--- src/rtl/home_dir_ctrl.sv ---
module home_dir_ctrl #(
  parameter int NPROC  = 4,
  parameter int NLINES = 8,
  parameter int DW     = 16
) (
  input  logic                      clk,
  input  logic                      rst_n,
  input  logic                      req_valid,
  output logic                      req_ready,
  input  logic                      req_ex,
  input  logic [$clog2(NPROC)-1:0]  req_src,
  input  logic [$clog2(NLINES)-1:0] req_line,
  input  logic                      rsp_valid,
  input  logic [1:0]                rsp_kind,
  input  logic [$clog2(NPROC)-1:0]  rsp_src,
  input  logic [$clog2(NLINES)-1:0] rsp_line,
  input  logic [DW-1:0]             rsp_data,
  output logic                      out_valid,
  output logic [1:0]                out_kind,
  output logic [$clog2(NPROC)-1:0]  out_dst,
  output logic [$clog2(NLINES)-1:0] out_line,
  output logic [DW-1:0]             out_data,
  output logic                      inv_valid,
  output logic [$clog2(NLINES)-1:0] inv_line,
  output logic [NPROC-1:0]          inv_mask
);
  localparam int PW = $clog2(NPROC);
  localparam logic [1:0] M_SHREP = 2'd0, M_EXREP = 2'd1, M_WBREQ = 2'd2, M_FLREQ = 2'd3;
  localparam logic [1:0] A_INV = 2'd0, A_WB = 2'd1, A_FL = 2'd2;

  typedef enum logic [1:0] {L_RD, L_OWN, L_WACK, L_WDAT} lstate_t;

  lstate_t          st  [NLINES];
  logic [NPROC-1:0] shv [NLINES];
  logic [PW-1:0]    own [NLINES];
  logic [PW-1:0]    pnd [NLINES];
  logic             pex [NLINES];
  logic [DW-1:0]    mem [NLINES];

  logic [NPROC-1:0] rbit, others, left, abit, obit;
  logic busy, take;

  assign rbit      = NPROC'(1) << req_src;
  assign others    = shv[req_line] & ~rbit;
  assign abit      = NPROC'(1) << rsp_src;
  assign left      = shv[rsp_line] & ~abit;
  assign obit      = NPROC'(1) << own[rsp_line];
  assign busy      = (st[req_line] == L_WACK) || (st[req_line] == L_WDAT);
  assign req_ready = !rsp_valid && !busy;
  assign take      = req_valid && req_ready;

  always_ff @(posedge clk) begin
    if (!rst_n) begin
      for (int i = 0; i < NLINES; i++) begin
        st[i]  <= L_RD;
        shv[i] <= '0;
        own[i] <= '0;
        pnd[i] <= '0;
        pex[i] <= 1'b0;
        mem[i] <= '0;
      end
      out_valid <= 1'b0;
      out_kind  <= '0;
      out_dst   <= '0;
      out_line  <= '0;
      out_data  <= '0;
      inv_valid <= 1'b0;
      inv_line  <= '0;
      inv_mask  <= '0;
    end else begin
      out_valid <= 1'b0;
      inv_valid <= 1'b0;
      if (rsp_valid) begin
        out_line <= rsp_line;
        if (st[rsp_line] == L_WACK && rsp_kind == A_INV) begin
          shv[rsp_line] <= left;
          if (left == '0) begin
            st[rsp_line]  <= L_OWN;
            own[rsp_line] <= pnd[rsp_line];
            out_valid     <= 1'b1;
            out_kind      <= M_EXREP;
            out_dst       <= pnd[rsp_line];
            out_data      <= mem[rsp_line];
          end
        end else if (st[rsp_line] == L_WDAT &&
                     rsp_kind == (pex[rsp_line] ? A_FL : A_WB)) begin
          mem[rsp_line] <= rsp_data;
          out_valid     <= 1'b1;
          out_dst       <= pnd[rsp_line];
          out_data      <= rsp_data;
          if (pex[rsp_line]) begin
            st[rsp_line]  <= L_OWN;
            own[rsp_line] <= pnd[rsp_line];
            out_kind      <= M_EXREP;
          end else begin
            st[rsp_line]  <= L_RD;
            shv[rsp_line] <= obit | (NPROC'(1) << pnd[rsp_line]);
            out_kind      <= M_SHREP;
          end
        end
      end else if (take) begin
        out_line      <= req_line;
        inv_line      <= req_line;
        pnd[req_line] <= req_src;
        pex[req_line] <= req_ex;
        if (st[req_line] == L_RD) begin
          if (!req_ex) begin
            shv[req_line] <= shv[req_line] | rbit;
            out_valid     <= 1'b1;
            out_kind      <= M_SHREP;
            out_dst       <= req_src;
            out_data      <= mem[req_line];
          end else if (others == '0) begin
            st[req_line]  <= L_OWN;
            own[req_line] <= req_src;
            shv[req_line] <= '0;
            out_valid     <= 1'b1;
            out_kind      <= M_EXREP;
            out_dst       <= req_src;
            out_data      <= mem[req_line];
          end else begin
            st[req_line]  <= L_WACK;
            shv[req_line] <= others;
            inv_valid     <= 1'b1;
            inv_mask      <= others;
          end
        end else begin
          st[req_line] <= L_WDAT;
          out_valid    <= 1'b1;
          out_kind     <= req_ex ? M_FLREQ : M_WBREQ;
          out_dst      <= own[req_line];
          out_data     <= '0;
        end
      end
    end
  end
endmodule

--- config.mk ---
export PLATFORM = sky130hd
export DESIGN_NAME = home_dir_ctrl
export DESIGN_NICKNAME = d
export VERILOG_FILES = /design/src/rtl/home_dir_ctrl.sv
export SDC_FILE = /design/constraint.sdc
export NUM_CORES = 1
export LEC_CHECK = 0
export BUFFER_PORTS_ARGS = -buffer_cell sky130_fd_sc_hd__buf_4
export CAP_MARGIN = 20
export CORE_MARGIN = 5
export CORE_UTILIZATION = 55
export DETAILED_ROUTE_END_ITERATION = 7
export PLACE_DENSITY = 0.73
export SYNTH_ARGS = -nofsm -noshare
export SYNTH_HDL_FRONTEND = slang
export SYNTH_SLANG_ARGS = --single-unit
--- constraint.sdc ---
create_clock -name clk -period 7.9 [get_ports clk]
set_input_delay 1.58 -clock clk [delete_from_list [all_inputs] [get_ports clk]]
set_output_delay 1.58 -clock clk [all_outputs]
set_load 0.03 [all_outputs]
-- Word-level counts from Yosys, hierarchy flattened
Memories as Yosys holds them, arrays and structs flattened.
Cells that the tools add are included.
- bitwise logic cells: 16
- equality and inequality tests: 8
- muxes and demuxes: 125
- reductions and logical operators: 24
- shifts and indexed selects: 4
- operators by type and width (operator ; number):
    $mux 16 ; 9
    $mux 1 ; 73
    $mux 2 ; 27
    $mux 3 ; 11
    $mux 4 ; 5
    $reduce_or 16->1 ; 1
    $shl 1x2->4 const A ; 4
    $reduce_or 2->1 ; 5
    $and 4x4->4 ; 2
    $eq 2x2->1 const B ; 4
    $logic_not 4->1 ; 2
    $not 4->4 ; 2
    $or 1x1->1 ; 8
    $or 4x4->4 ; 2
    $reduce_or 4->1 ; 2
    $reduce_and 5->1 ; 1
    $logic_and 1x1->1 ; 4
    $logic_not 2->1 ; 2
    $ne 4x3->1 const B ; 1
    $reduce_and 4->1 ; 1
    $ne 3x1->1 const B ; 1
    $ne 3x2->1 const B ; 1
    $eq 2x2->1 ; 1
    $logic_not 1->1 ; 2
    5 further kinds ; 6
- flip-flop bits (word level): 32
- output and inout bits: 33
- memories kept: 6
- bits of input ports: 33
- memory bits (writable): 216
- memory list (memory ; words ; width ; rd ports ; clocked after Yosys merged registers in ; write ports ; line ; RTL):
    mem ; 8 ; 16 ; 2 ; 0 ; 8 ; 38 ; logic [DW-1:0] mem [NLINES];
    shv ; 8 ; 4 ; 2 ; 0 ; 8 ; 34 ; logic [NPROC-1:0] shv [NLINES];
    own ; 8 ; 2 ; 2 ; 0 ; 8 ; 35 ; logic [PW-1:0] own [NLINES];
    pnd ; 8 ; 2 ; 1 ; 0 ; 8 ; 36 ; logic [PW-1:0] pnd [NLINES];
    st ; 8 ; 2 ; 2 ; 0 ; 8 ; 33 ; lstate_t st [NLINES];
    pex ; 8 ; 1 ; 1 ; 0 ; 8 ; 37 ; logic pex [NLINES];

-- Logic depth before layout (Yosys ltp)
Gate-level depths: netlist of run 1.
- word-level depth: 15
- mapped depth: 13

-- Least setup slack after synthesis of run 1
Ideal clock, no wire load.
- path type: input port to flip-flop
- start: in rsp_line[1]
- end: mem mem[0][0] (enable)
- cell stages on the path: 12
- slack: 3.458 ns
- arrival: 4.071 ns
- path buffers: 5
- cell sequence: buf_2 > and2_0 > clkbuf_1 > a22o_1 > a211oi_2 > mux2i_1 > and3_1 > buf_2 > clkbuf_1 > buf_2 > nand2_1 > nand2_1
- RTL lines (element ; line ; RTL):
    start: declaration ; 16 ; input logic [$clog2(NLINES)-1:0] rsp_line,
    end: declaration ; 38 ;

-- Worst setup path after layout of run 1
- start: in rsp_line[2]
- end: reg out_data[11]
- word-level cells in the longest chain between the ends: 6
- elaborated cells between the ends (all ways): 18
- classes of those cells: eq/ne (5); mux (4); bitwise (1); reduce/logical (4); memory (4)
- ends and longest elaborated chain (element ; line ; RTL):
    $mem_v2 8x1 ; - ;
    $mux 2 ; 86 ; rsp_kind == (pex[rsp_line] ? A_FL : A_WB)) begin
    $eq 2x2->1 ; 86 ;
    $logic_and 1x1->1 ; 85 ; end else if (st[rsp_line] == L_WDAT &&
    $ne 3x1->1 (no line) ; - ;
    $reduce_and 4->1 (no line) ; - ;
    end signal: assignment ; 83 ; out_data <= mem[rsp_line];
    end signal: assignment ; 90 ; out_data <= rsp_data;
    end signal: assignment ; 112 ; out_data <= mem[req_line];
    end: declaration ; 22 ; output logic [DW-1:0] out_data,
Parallel ways exist; a longest one is shown, timed or not. The select of a mux whose other input is x is not followed.
A chain may end at the register's enable or synchronous reset.

==> results of run 1 <==
[kinds of logic after synthesis]
group | Yosys count
and+or+nand+nor | 461
AOI/OAI and AO/OA | 322
DFF | 248
buffers and inverters | 131
muxes | 106
[through the flow]
stage	util (%)	hold WS, ns	worst slack (ns)	area [um^2]
2_1_floorplan	-	0.449	3.46	13600
3_3_place_gp	58.3	0.446	2.16	14200
3_5_place_dp	58.3	0.450	2.02	14200
4_1_cts	61.7	0.461	2.59	15000
5_1_grt	61.7	0.477	2.35	15000
6_report	61.7	0.458	2.38	15000
[placed cells by master, fill, tap and decap left out, types with 9 or more instances in the layout]
master | Yosys | routed
edfxtp_1 | 208 | 208
and3_1 | 135 | 134
nand2_1 | 103 | 103
nor2_1 | 99 | 97
buf_4 | 3 | 81
o22ai_1 | 67 | 67
mux2i_1 | 54 | 54
o21ai_0 | 45 | 45
dfxtp_1 | 40 | 40
mux2_2 | 36 | 36
a21oi_1 | 36 | 36
nand3_1 | 30 | 30
clkbuf_16 | 0 | 27
a221oi_1 | 24 | 24
a221o_1 | 21 | 21
a22oi_1 | 19 | 19
nor2b_1 | 14 | 14
mux4_2 | 13 | 13
and2_1 | 13 | 13
a32oi_1 | 13 | 13
o2bb2ai_1 | 12 | 12
a31oi_1 | 12 | 12
nor3_1 | 12 | 11
inv_1 | 10 | 10
o221ai_1 | 10 | 10
or4_1 | 10 | 10
clkbuf_1 | 79 | 10
nand2b_1 | 9 | 9
[state kept, by name, summed over array words and instances (netlist names), 2 cells and up]
name / count
mem: 128
pnd: 16
out_line: 3
own: 16
out_data: 16
inv_line: 3
shv: 32
st: 16
inv_mask: 4
out_kind: 2
out_dst: 2
pex: 8
[path summary, 6_finish.rpt]
kind,start,endpoint,slack (ns),cells past startpoint
worst min-delay path,out_data[9],out_data[9],0.46,2
worst min register to register,out_data[9],out_data[9],0.46,2
worst max register to register,st[7][1],own[6][0],4.07,7
worst max-delay path,rsp_line[2],out_data[11],2.38,9
[metal layers]
| layer | vias to the layer above | global-route usage [%] | wire length (um) |
|---|---|---|---|
| li1 | 4951 | - | - |
| met1 | 5542 | 50.1 | 18800 |
| met4 | 0 | 7.52 | 1190 |
| met3 | 126 | 10.8 | 8160 |
| met5 | - | 0 | 0 |
| met2 | 1102 | 42.5 | 18600 |
[cell type report]
cell class	instances	area, um^2
Clock buffer	38	727
Clock inverter	12	108
Fill cell	2014	9310
Multi-Input combinational cell	889	6050
Tap cell	324	405
Timing Repair Buffer	82	628
Inverter	14	52.6
Sequential cell	248	7050
[where the power goes]
part | internal [W] | leakage, nW | switching [W]
sequential | 0.00146 | 2.47 | 0.0000392
combinational | 0.000132 | 2.98 | 0.000285
clock | 0.000680 | 0.404 | 0.000533
[critical path, delay by kind of cell]
kind | cells | cell delay [ns]
mux | 1 | 0.58
buf+inv | 3 | 1.69
simple gates | 3 | 0.72
compound gates | 2 | 1.34
==> impl_metrics.json, run 1 <==
{
  "avgSynthCellArea_um2": 10.7,
  "final_nets": 1295,
  "relSlewSlack_pct": 16.4,
  "die_w_um": 167,
  "syn_to_final_growth_pct": 10.2,
  "wire_per_inst_um": 29.1,
  "grt-ovfl-total": 0,
  "ys_seq_area_share_pct": 51.7,
  "crit_fanout": 55,
  "antenna_found_initial": 0,
  "ctsLongestPathBuffers": 3,
  "fin_skew_ns": 0.0147,
  "hold_buffers": 0,
  "cpPeakStageDelay_ns": 0.95,
  "cp_cell_sequence": "buf_4, clkinv_1, mux2_2, nor3_2, nand3_2, o2bb2ai_2, nor3_2, buf_4, o311a_1",
  "grt_pass1_vias": 10700,
  "yosysTopAreaCell": "edfxtp_1",
  "h-tree-depth": 1,
  "p_leak_nw": 5.86,
  "dp_cells": 1557,
  "clkTransAtPathRegs_ns": 0.06,
  "critical_path_arrival_ns": 5.96,
  "cts_made_buffers": 27,
  "drive_gt1_share_pct": 15.0,
  "synthTopCellsByCount": "208 x edfxtp_1, 135 x and3_1, 103 x nand2_1, 99 x nor2_1, 79 x clkbuf_1",
  "place.port_buffers": 65,
  "synthArstFlopShare_pct": 0,
  "start_util_pct": 56.0,
  "grt_max_degree": 137,
  "synth_edf_count": 208,
  "stdcell_count": 1607,
  "pin_count": 66,
  "drv_slew": 0,
  "drc": 0,
  "rows": 57,
  "power.total_w": 0.00313,
  "cp_slowest_cell": "o2bb2ai_2",
  "drt-total-wl_mm": 46.7,
  "grt_pass1_wl_mm": 69.3,
  "grtUsageTotal_pct": 31.9,
  "critical_path_class": "in -> reg",
  "place_congestion": 0.995,
  "drt-pass1-iter-count": 6,
  "cts-resized-gates": 0,
  "setup_viol_count_final": 0,
  "synth_fp_nets": 1301,
  "yosys.area_share.simple_pct": 17.4,
  "status": "complete, no violations",
  "post-cts-setup-buffers": 0,
  "hold_class": "reg -> reg",
  "clock-root-buffer": "clkbuf_16",
  "via_count": 11700,
  "drt_iter0_markers": 2203,
  "fin_setup_tns_ns": 0,
  "synth_top_area_share_pct": 45.9,
  "period_share_pct": 69.9,
  "worst_setup_path_end_kind": "register",
  "worst_pin_slew_ns": 1.25,
  "cts_tree": "yes",
  "synth_area_leaders": "edfxtp_1 46%, and3_1 6.2%, dfxtp_1 5.9%",
  "ir_drop_uv": 164,
  "synth_compound_area_share_pct": 17.3,
  "die-area_mm2": 0.0280,
  "synthMuxAreaShare_pct": 9.59,
  "crit_required_ns": 8.34,
  "die_y_um": 167,
  "cts_sinks": 248,
  "syn_inst": 1268,
  "syn-cell-area_mm2": 0.0136,
  "power_density_mw_per_mm2": 209,
  "synth-xor-area-share_pct": 0,
  "synth_seq_cells": 248,
  "start_kind": "input port",
  "n_antenna_cell": 0,
  "max_freq_mhz": 181,
  "synth_fa_ha_area_share_pct": 0,
  "finalCriticalPeriod_ns": 5.52,
  "dp.final_hpwl_mm": 31.6,
  "yosys_warnings": 0,
  "synth_top_family_by_area": "simple AND/OR/NAND/NOR gates",
  "vias_per_cell": 7.29,
  "yosys_most_used_dff": "edfxtp_1",
  "rsz0062_at_grt": "false",
  "coreArea_mm2": 0.0243,
  "ant_nets": 0,
  "drv_cap": 0,
  "synth_cell_types": 74,
  "clk-insertion-delay-late_ns": 0.56,
  "finalHoldViolCount": 0,
  "synth_most_common_cell": "edfxtp_1"
}
No activity file was read; power rests on OpenSTA's default activity.
==> run 2: changes to the inputs <==
PLACE_DENSITY = 0.75   (was 0.73)
clock period = 4.4 ns   (was 7.9 ns; I/O delays follow)
==> run 2 against run 1 <==
Net effect: wire length is 2.2% higher; core utilization is 2.8 points higher; non-clock buffer count is 78 higher; power is 88% higher; worst setup slack worse by 1.6 ns; via count is 4.0% higher; final cell count is 4.7% higher; register-to-register slack worse by 2.8 ns; clock power is 97% higher; critical path type unchanged; critical endpoint is now own[2][1]; largest cell class unchanged; highest routed layer is now met5.
==> impl_metrics.json, run 2 (synthesized netlist as in run 1, its figures left out) <==
{
  "status": "complete, no violations",
  "r2r-end": "own[2][1]",
  "grtUsageTotal_pct": 32.9,
  "setup_viol_count_final": 0,
  "largest_reg_flops": 128,
  "clk-insertion-delay-late_ns": 0.57,
  "critical_path_arrival_ns": 3.82,
  "internal_power_w": 0.00433,
  "period_share_pct": 81.6,
  "grt_max_degree": 74,
  "drt_iter0_markers": 2045,
  "cp_slowest_cell": "a2111oi_4",
  "syn_to_final_growth_pct": 15.3,
  "worst_setup_path_end_kind": "register",
  "switching_share_pct": 26.5,
  "cpPeakStageDelay_ns": 0.60,
  "layout_common_cells": "208 x edfxtp_1, 157 x buf_4, 134 x and3_1, 103 x nand2_1, 97 x nor2_1",
  "clkTransAtPathRegs_ns": 0.06,
  "cts-resized-gates": 0,
  "cts_sinks": 248,
  "crit_fanout": 39,
  "drt-pass1-iter-count": 8,
  "hold_buffers": 0,
  "p_clk_share_pct": 40.5,
  "crit_family": "compound AO/OA/AOI/OAI gates",
  "grt_pass1_wl_mm": 72.0,
  "clock-root-buffer": "clkbuf_16",
  "power_switching_w": 0.00156,
  "rows": 57,
  "min_from": "inv_line[1]",
  "pin_count": 66,
  "ir_drop_uv": 368,
  "place.port_buffers": 65,
  "worstRegToRegCells": 7,
  "fin_setup_tns_ns": 0,
  "via_count": 12200,
  "reg2reg_slack_ns": 1.25,
  "finalCriticalPeriod_ns": 3.59,
  "cp_cell_sequence": "buf_4, nor2b_1, a221o_1, a221o_1, a211o_4, a2111oi_4, nand2_1, o221ai_1",
  "h-tree-depth": 1,
  "cts_tree": "yes",
  "drc": 0,
  "drv_cap": 0,
  "critical_path_class": "in -> reg",
  "final_nets": 1373,
  "ctsLongestPathBuffers": 3,
  "max_freq_mhz": 279,
  "power_density_mw_per_mm2": 375,
  "start_kind": "input port",
  "cpMostUsedCell": "a221o_1",
  "worst_pin_slew_ns": 1.10,
  "relSlewSlack_pct": 26.5,
  "place_congestion": 0.956,
  "crit_required_ns": 4.63,
  "post-cts-setup-buffers": 0,
  "final_common_cell": "edfxtp_1",
  "regMostFlops": "mem",
  "coreArea_mm2": 0.0243,
  "p_leak_nw": 6.29,
  "post-route-util_pct": 64.6,
  "grt-ovfl-total": 0,
  "n_fill_cell": 1847,
  "dp.final_hpwl_mm": 32.0,
  "rr_startpoint": "shv[5][2]",
  "ant_nets": 0,
  "top_regs": "mem: 128 flops, shv: 32 flops",
  "hold_class": "reg -> reg",
  "fin_skew_ns": 0.0259,
  "n_antenna_cell": 0,
  "share_comb_of_total_power_pct": 14.0,
  "seq_power_share_pct": 45.6,
  "wire_per_inst_um": 28.4,
  "drt-total-wl_mm": 47.7,
  "cts_made_buffers": 27,
  "rsz0062_at_grt": "false",
  "drv_slew": 0,
  "die_y_um": 167,
  "drive_gt1_share_pct": 20.2,
  "die-area_mm2": 0.0280,
  "finalHoldViolCount": 0,
  "antenna_found_initial": 1,
  "path_buf_inv": 1,
  "whs_endpoint": "inv_line[1]",
  "vias_per_cell": 7.24,
  "die_w_um": 167,
  "start_util_pct": 56.0,
  "grt_pass1_vias": 11800,
  "min_path_cells": 2
}
run 2: cell count changes in the layout (fill, tap and decap cells not counted):
cell        delta
buf_4         +76
clkbuf_1       -7
buf_12         +2
inv_8          -1
inv_6          -1
clkbuf_8       -1
clkinv_1       +1
clkinvlp_4     -1
clkinv_2       +4
bufinv_16      +4
run 2: area by class of cell:
type                       instances  area (um^2)  share of cell area [%]
clock buffer                      30          687                    4.38
multi-input combinational        889         6050                    38.5
tap                              324          405                    2.58
timing repair buffer             160         1240                    7.89
sequential                       248         7050                    44.9
inverter                          14         52.6                   0.335
clock inverter                    18          224                    1.43
run 2: per-stage QoR:
step	worst slack (ns)	total power (W)	hold slack, ns	instance area, um^2	std cells
5_1_grt	0.708	0.00603	0.481	15700	1683
2_1_floorplan	0.658	0.00318	0.449	13600	1268
6_report	0.812	0.00589	0.454	15700	1683
3_3_place_gp	0.395	0.00350	0.444	14800	1635
3_5_place_dp	0.347	0.00352	0.448	14800	1635
4_1_cts	0.920	0.00585	0.455	15700	1683
run 2: how the worst max path moves through the flow:
stage / startpoint / end / slack [ns] / cells past startpoint
detailed placement: req_line[0] / own[2][0] / 0.35 / 8
finish: req_line[0] / own[2][1] / 0.81 / 8
CTS: req_line[0] / own[2][0] / 0.92 / 8
global route: req_line[0] / own[2][1] / 0.71 / 8
global placement: req_line[0] / own[2][1] / 0.39 / 8
floorplan: rsp_line[1] / mem[0][0] / 0.66 / 12
run 2: power by group through the flow:
stage / Sequential [W] / Combinational (W) / Clock (W)
finish: 0.00268 / 0.000824 / 0.00238
global route: 0.00269 / 0.000857 / 0.00248
CTS: 0.00268 / 0.000795 / 0.00238
detailed placement: 0.00273 / 0.000791 / 0
global placement: 0.00272 / 0.000781 / 0
floorplan: 0.00274 / 0.000443 / 0
run 2: routing by layer:
metal	GRT usage [%]	wire length, um
met3	8.13	7350
met1	45.6	17100
met5	0	13
met2	49.7	20700
met4	14.3	2550
run 2: worst reg2reg max path, delay by kind of cell (launching register included):
kind             cells  cell delay (ns)
AO/OA/AOI/OAI        5             1.97
flip-flops           1             0.42
multiplexers         1             0.28
AND/OR/NAND/NOR      1             0.17
==> run 3: changes to the inputs <==
ABC_AREA = 1   (was not set)
PLACE_DENSITY = 0.73   (was 0.75)
clock period = 3.7 ns   (was 4.4 ns; I/O delays follow)
==> run 3 against run 2 <==
Net effect: sequential share of layout area up 1.4 points; combinational power increased by 9.3%; wire length decreased by 11%; sequential cell count unchanged; worst setup slack gained 0.022 ns; non-clock buffer count fell by 30; clock power is 12% higher.
==> impl_metrics.json, run 3 <==
{
  "status": "complete, no violations",
  "yosys_most_used_dff": "edfxtp_1",
  "crit_fanout": 25,
  "hold_class": "reg -> reg",
  "synthTopCellsByCount": "456 x nand2_1, 270 x nor2_1, 208 x edfxtp_1, 89 x inv_1, 84 x o21ai_0",
  "drt-total-wl_mm": 42.5,
  "worst_setup_path_end_kind": "register",
  "dp.final_hpwl_mm": 28.3,
  "regArea_mm2": 0.00705,
  "reg2reg_slack_ns": 1.08,
  "p_leak_nw": 6.39,
  "post-route-util_pct": 64.5,
  "ys_seq_area_share_pct": 53.1,
  "n_fill_cell": 1919,
  "startpoint": "req_line[0]",
  "place_congestion": 0.980,
  "avgSynthCellArea_um2": 8.36,
  "crit_required_ns": 3.91,
  "cts_made_buffers": 27,
  "synth_top_family_by_area": "simple AND/OR/NAND/NOR gates",
  "syn_to_final_growth_pct": 14.7,
  "min_from": "inv_line[1]",
  "multi_input_area_mm2": 0.00542,
  "finalHoldViolCount": 0,
  "drive_gt1_share_pct": 15.0,
  "syn-cell-area_mm2": 0.0133,
  "r2r-end": "own[3][1]",
  "regMostFlops": "mem",
  "worst_slack_ns": 0.834,
  "synth_area_leaders": "edfxtp_1 47%, nand2_1 13%, nor2_1 7.6%",
  "synth_compound_area_share_pct": 11.1,
  "place.port_buffers": 65,
  "drc": 0,
  "yosysTopAreaCell": "edfxtp_1",
  "die_y_um": 165,
  "power.total_w": 0.00676,
  "vias_per_cell": 6.08,
  "clock-root-buffer": "clkbuf_16",
  "ctsLongestPathBuffers": 3,
  "synth_fa_ha_area_share_pct": 0,
  "drt-pass1-iter-count": 7,
  "fin_setup_tns_ns": 0,
  "drv_slew": 0,
  "cts-resized-gates": 0,
  "seq_power_share_pct": 47.2,
  "rr_startpoint": "st[4][1]",
  "rsz0062_at_grt": "false",
  "die_w_um": 165,
  "critical_path_class": "in -> reg",
  "start_kind": "input port",
  "period_share_pct": 77.5,
  "final_common_cell": "nand2_1",
  "ir_drop_uv": 286,
  "cts_sinks": 248,
  "grtUsageTotal_pct": 30.9,
  "syn_inst": 1587,
  "hold_buffers": 0,
  "clk-insertion-delay-late_ns": 0.56,
  "internal_power_w": 0.00495,
  "antenna_found_initial": 0,
  "worstRegToRegCells": 13,
  "worst_pin_slew_ns": 0.789,
  "synth_fp_nets": 1620,
  "pin_count": 66,
  "power_density_mw_per_mm2": 444,
  "relSlewSlack_pct": 47.3,
  "h-tree-depth": 1,
  "ant_nets": 0,
  "drv_cap": 0,
  "synth_seq_cells": 248,
  "die-area_mm2": 0.0273,
  "rows": 56,
  "p_clk_share_pct": 39.5,
  "largest_reg_flops": 128,
  "grt-ovfl-total": 0,
  "top_regs": "mem: 128 flops, shv: 32 flops",
  "share_comb_of_total_power_pct": 13.3,
  "final_nets": 1705,
  "synth_top_area_share_pct": 47.1,
  "synth-xor-area-share_pct": 0,
  "layout_common_cells": "456 x nand2_1, 270 x nor2_1, 208 x edfxtp_1, 124 x buf_4, 89 x inv_1",
  "power_switching_w": 0.00181,
  "finalCriticalPeriod_ns": 2.87,
  "n_antenna_cell": 0,
  "clkTransAtPathRegs_ns": 0.06,
  "place_worst_setup_slack_ns": 0.353,
  "synthArstFlopShare_pct": 0,
  "yosys.area_share.simple_pct": 29.8,
  "min_path_cells": 2,
  "synth_cell_types": 47,
  "synth_edf_count": 208,
  "post-cts-setup-buffers": 0,
  "critical_path_arrival_ns": 3.08,
  "cts_tree": "yes",
  "grt_max_degree": 39,
  "setup_viol_count_final": 0,
  "via_count": 12200,
  "coreArea_mm2": 0.0236,
  "switching_share_pct": 26.7,
  "synthMuxAreaShare_pct": 0,
  "grt_pass1_vias": 11400,
  "yosys_warnings": 0,
  "start_util_pct": 56.2,
  "synth_most_common_cell": "nand2_1",
  "wire_per_inst_um": 21.1,
  "whs_endpoint": "inv_line[1]",
  "fin_skew_ns": 0.0209,
  "grt_pass1_wl_mm": 64.5,
  "max_freq_mhz": 349,
  "drt_iter0_markers": 2042
}
## run 3: cell types whose count changed after synthesis, moves of 16 or more
cell and delta:
nor2_1 +171, o22ai_1 -24, a221oi_1 -19, nand3_1 +47, nand2_1 +353, inv_1 +79, mux2i_1 -54, a221o_1 -21
and3_1 -135, o21ai_0 +39, nand2_2 +17, mux2_2 -36, clkbuf_1 -55, o211ai_1 +16
## run 3: power groups by stage
stage	combinational (W)	clock, W	sequential, W
4_1_cts	0.000876	0.00267	0.00319
5_1_grt	0.000963	0.00279	0.00320
3_3_place_gp	0.000864	0	0.00324
3_5_place_dp	0.000870	0	0.00324
2_1_floorplan	0.000499	0	0.00328
6_report	0.000901	0.00267	0.00319
## run 3: per-stage QoR
step | cells | hold WS [ns] | cell area, um^2
global placement | 1962 | 0.454 | 14300
detailed placement | 1962 | 0.456 | 14300
global route | 2012 | 0.480 | 15200
CTS | 2012 | 0.465 | 15200
finish | 2012 | 0.464 | 15200
floorplan | 1587 | 0.456 | 13300
## run 3: final cells by class
type | instances | share of cell area, %
clock inverter | 5 | 0.279
multi-input combinational | 1153 | 35.6
clock buffer | 45 | 5.55
tap | 319 | 2.62
sequential | 248 | 46.3
timing repair buffer | 130 | 6.90
inverter | 112 | 2.79
## run 3: how the worst max path moves through the flow
stage	endpoint	slack, ns
finish	own[3][1]	0.83
global placement	own[3][0]	0.45
floorplan	own[2][0]	0.74
CTS	own[3][1]	0.90
global route	own[3][1]	0.66
detailed placement	own[3][1]	0.35
## run 3: cells by family after synthesis
kind of cell    count (synthesis)
flops                         248
simple gates                  916
compound gates                237
buf+inv                       186
## run 3: per-layer routing
layer,GRT usage [%],share of wire [%]
met5,0,0
met4,11.2,4.2
met3,6.45,14
met2,45.7,43
met1,45.3,39
## run 3: critical path, cell delays in order
cell and delay (ns):
buf_4 0.26, inv_4 0.19, nand2_1 0.10, nand2_1 0.07, nand2_1 0.06, nand2_1 0.06, nand2_2 0.11, nand2_4 0.08
nor2_4 0.18, nand2_2 0.11, nor2_8 0.24, nand3_2 0.22, nand2_2 0.18, nand2_2 0.13, o21ai_0 0.32
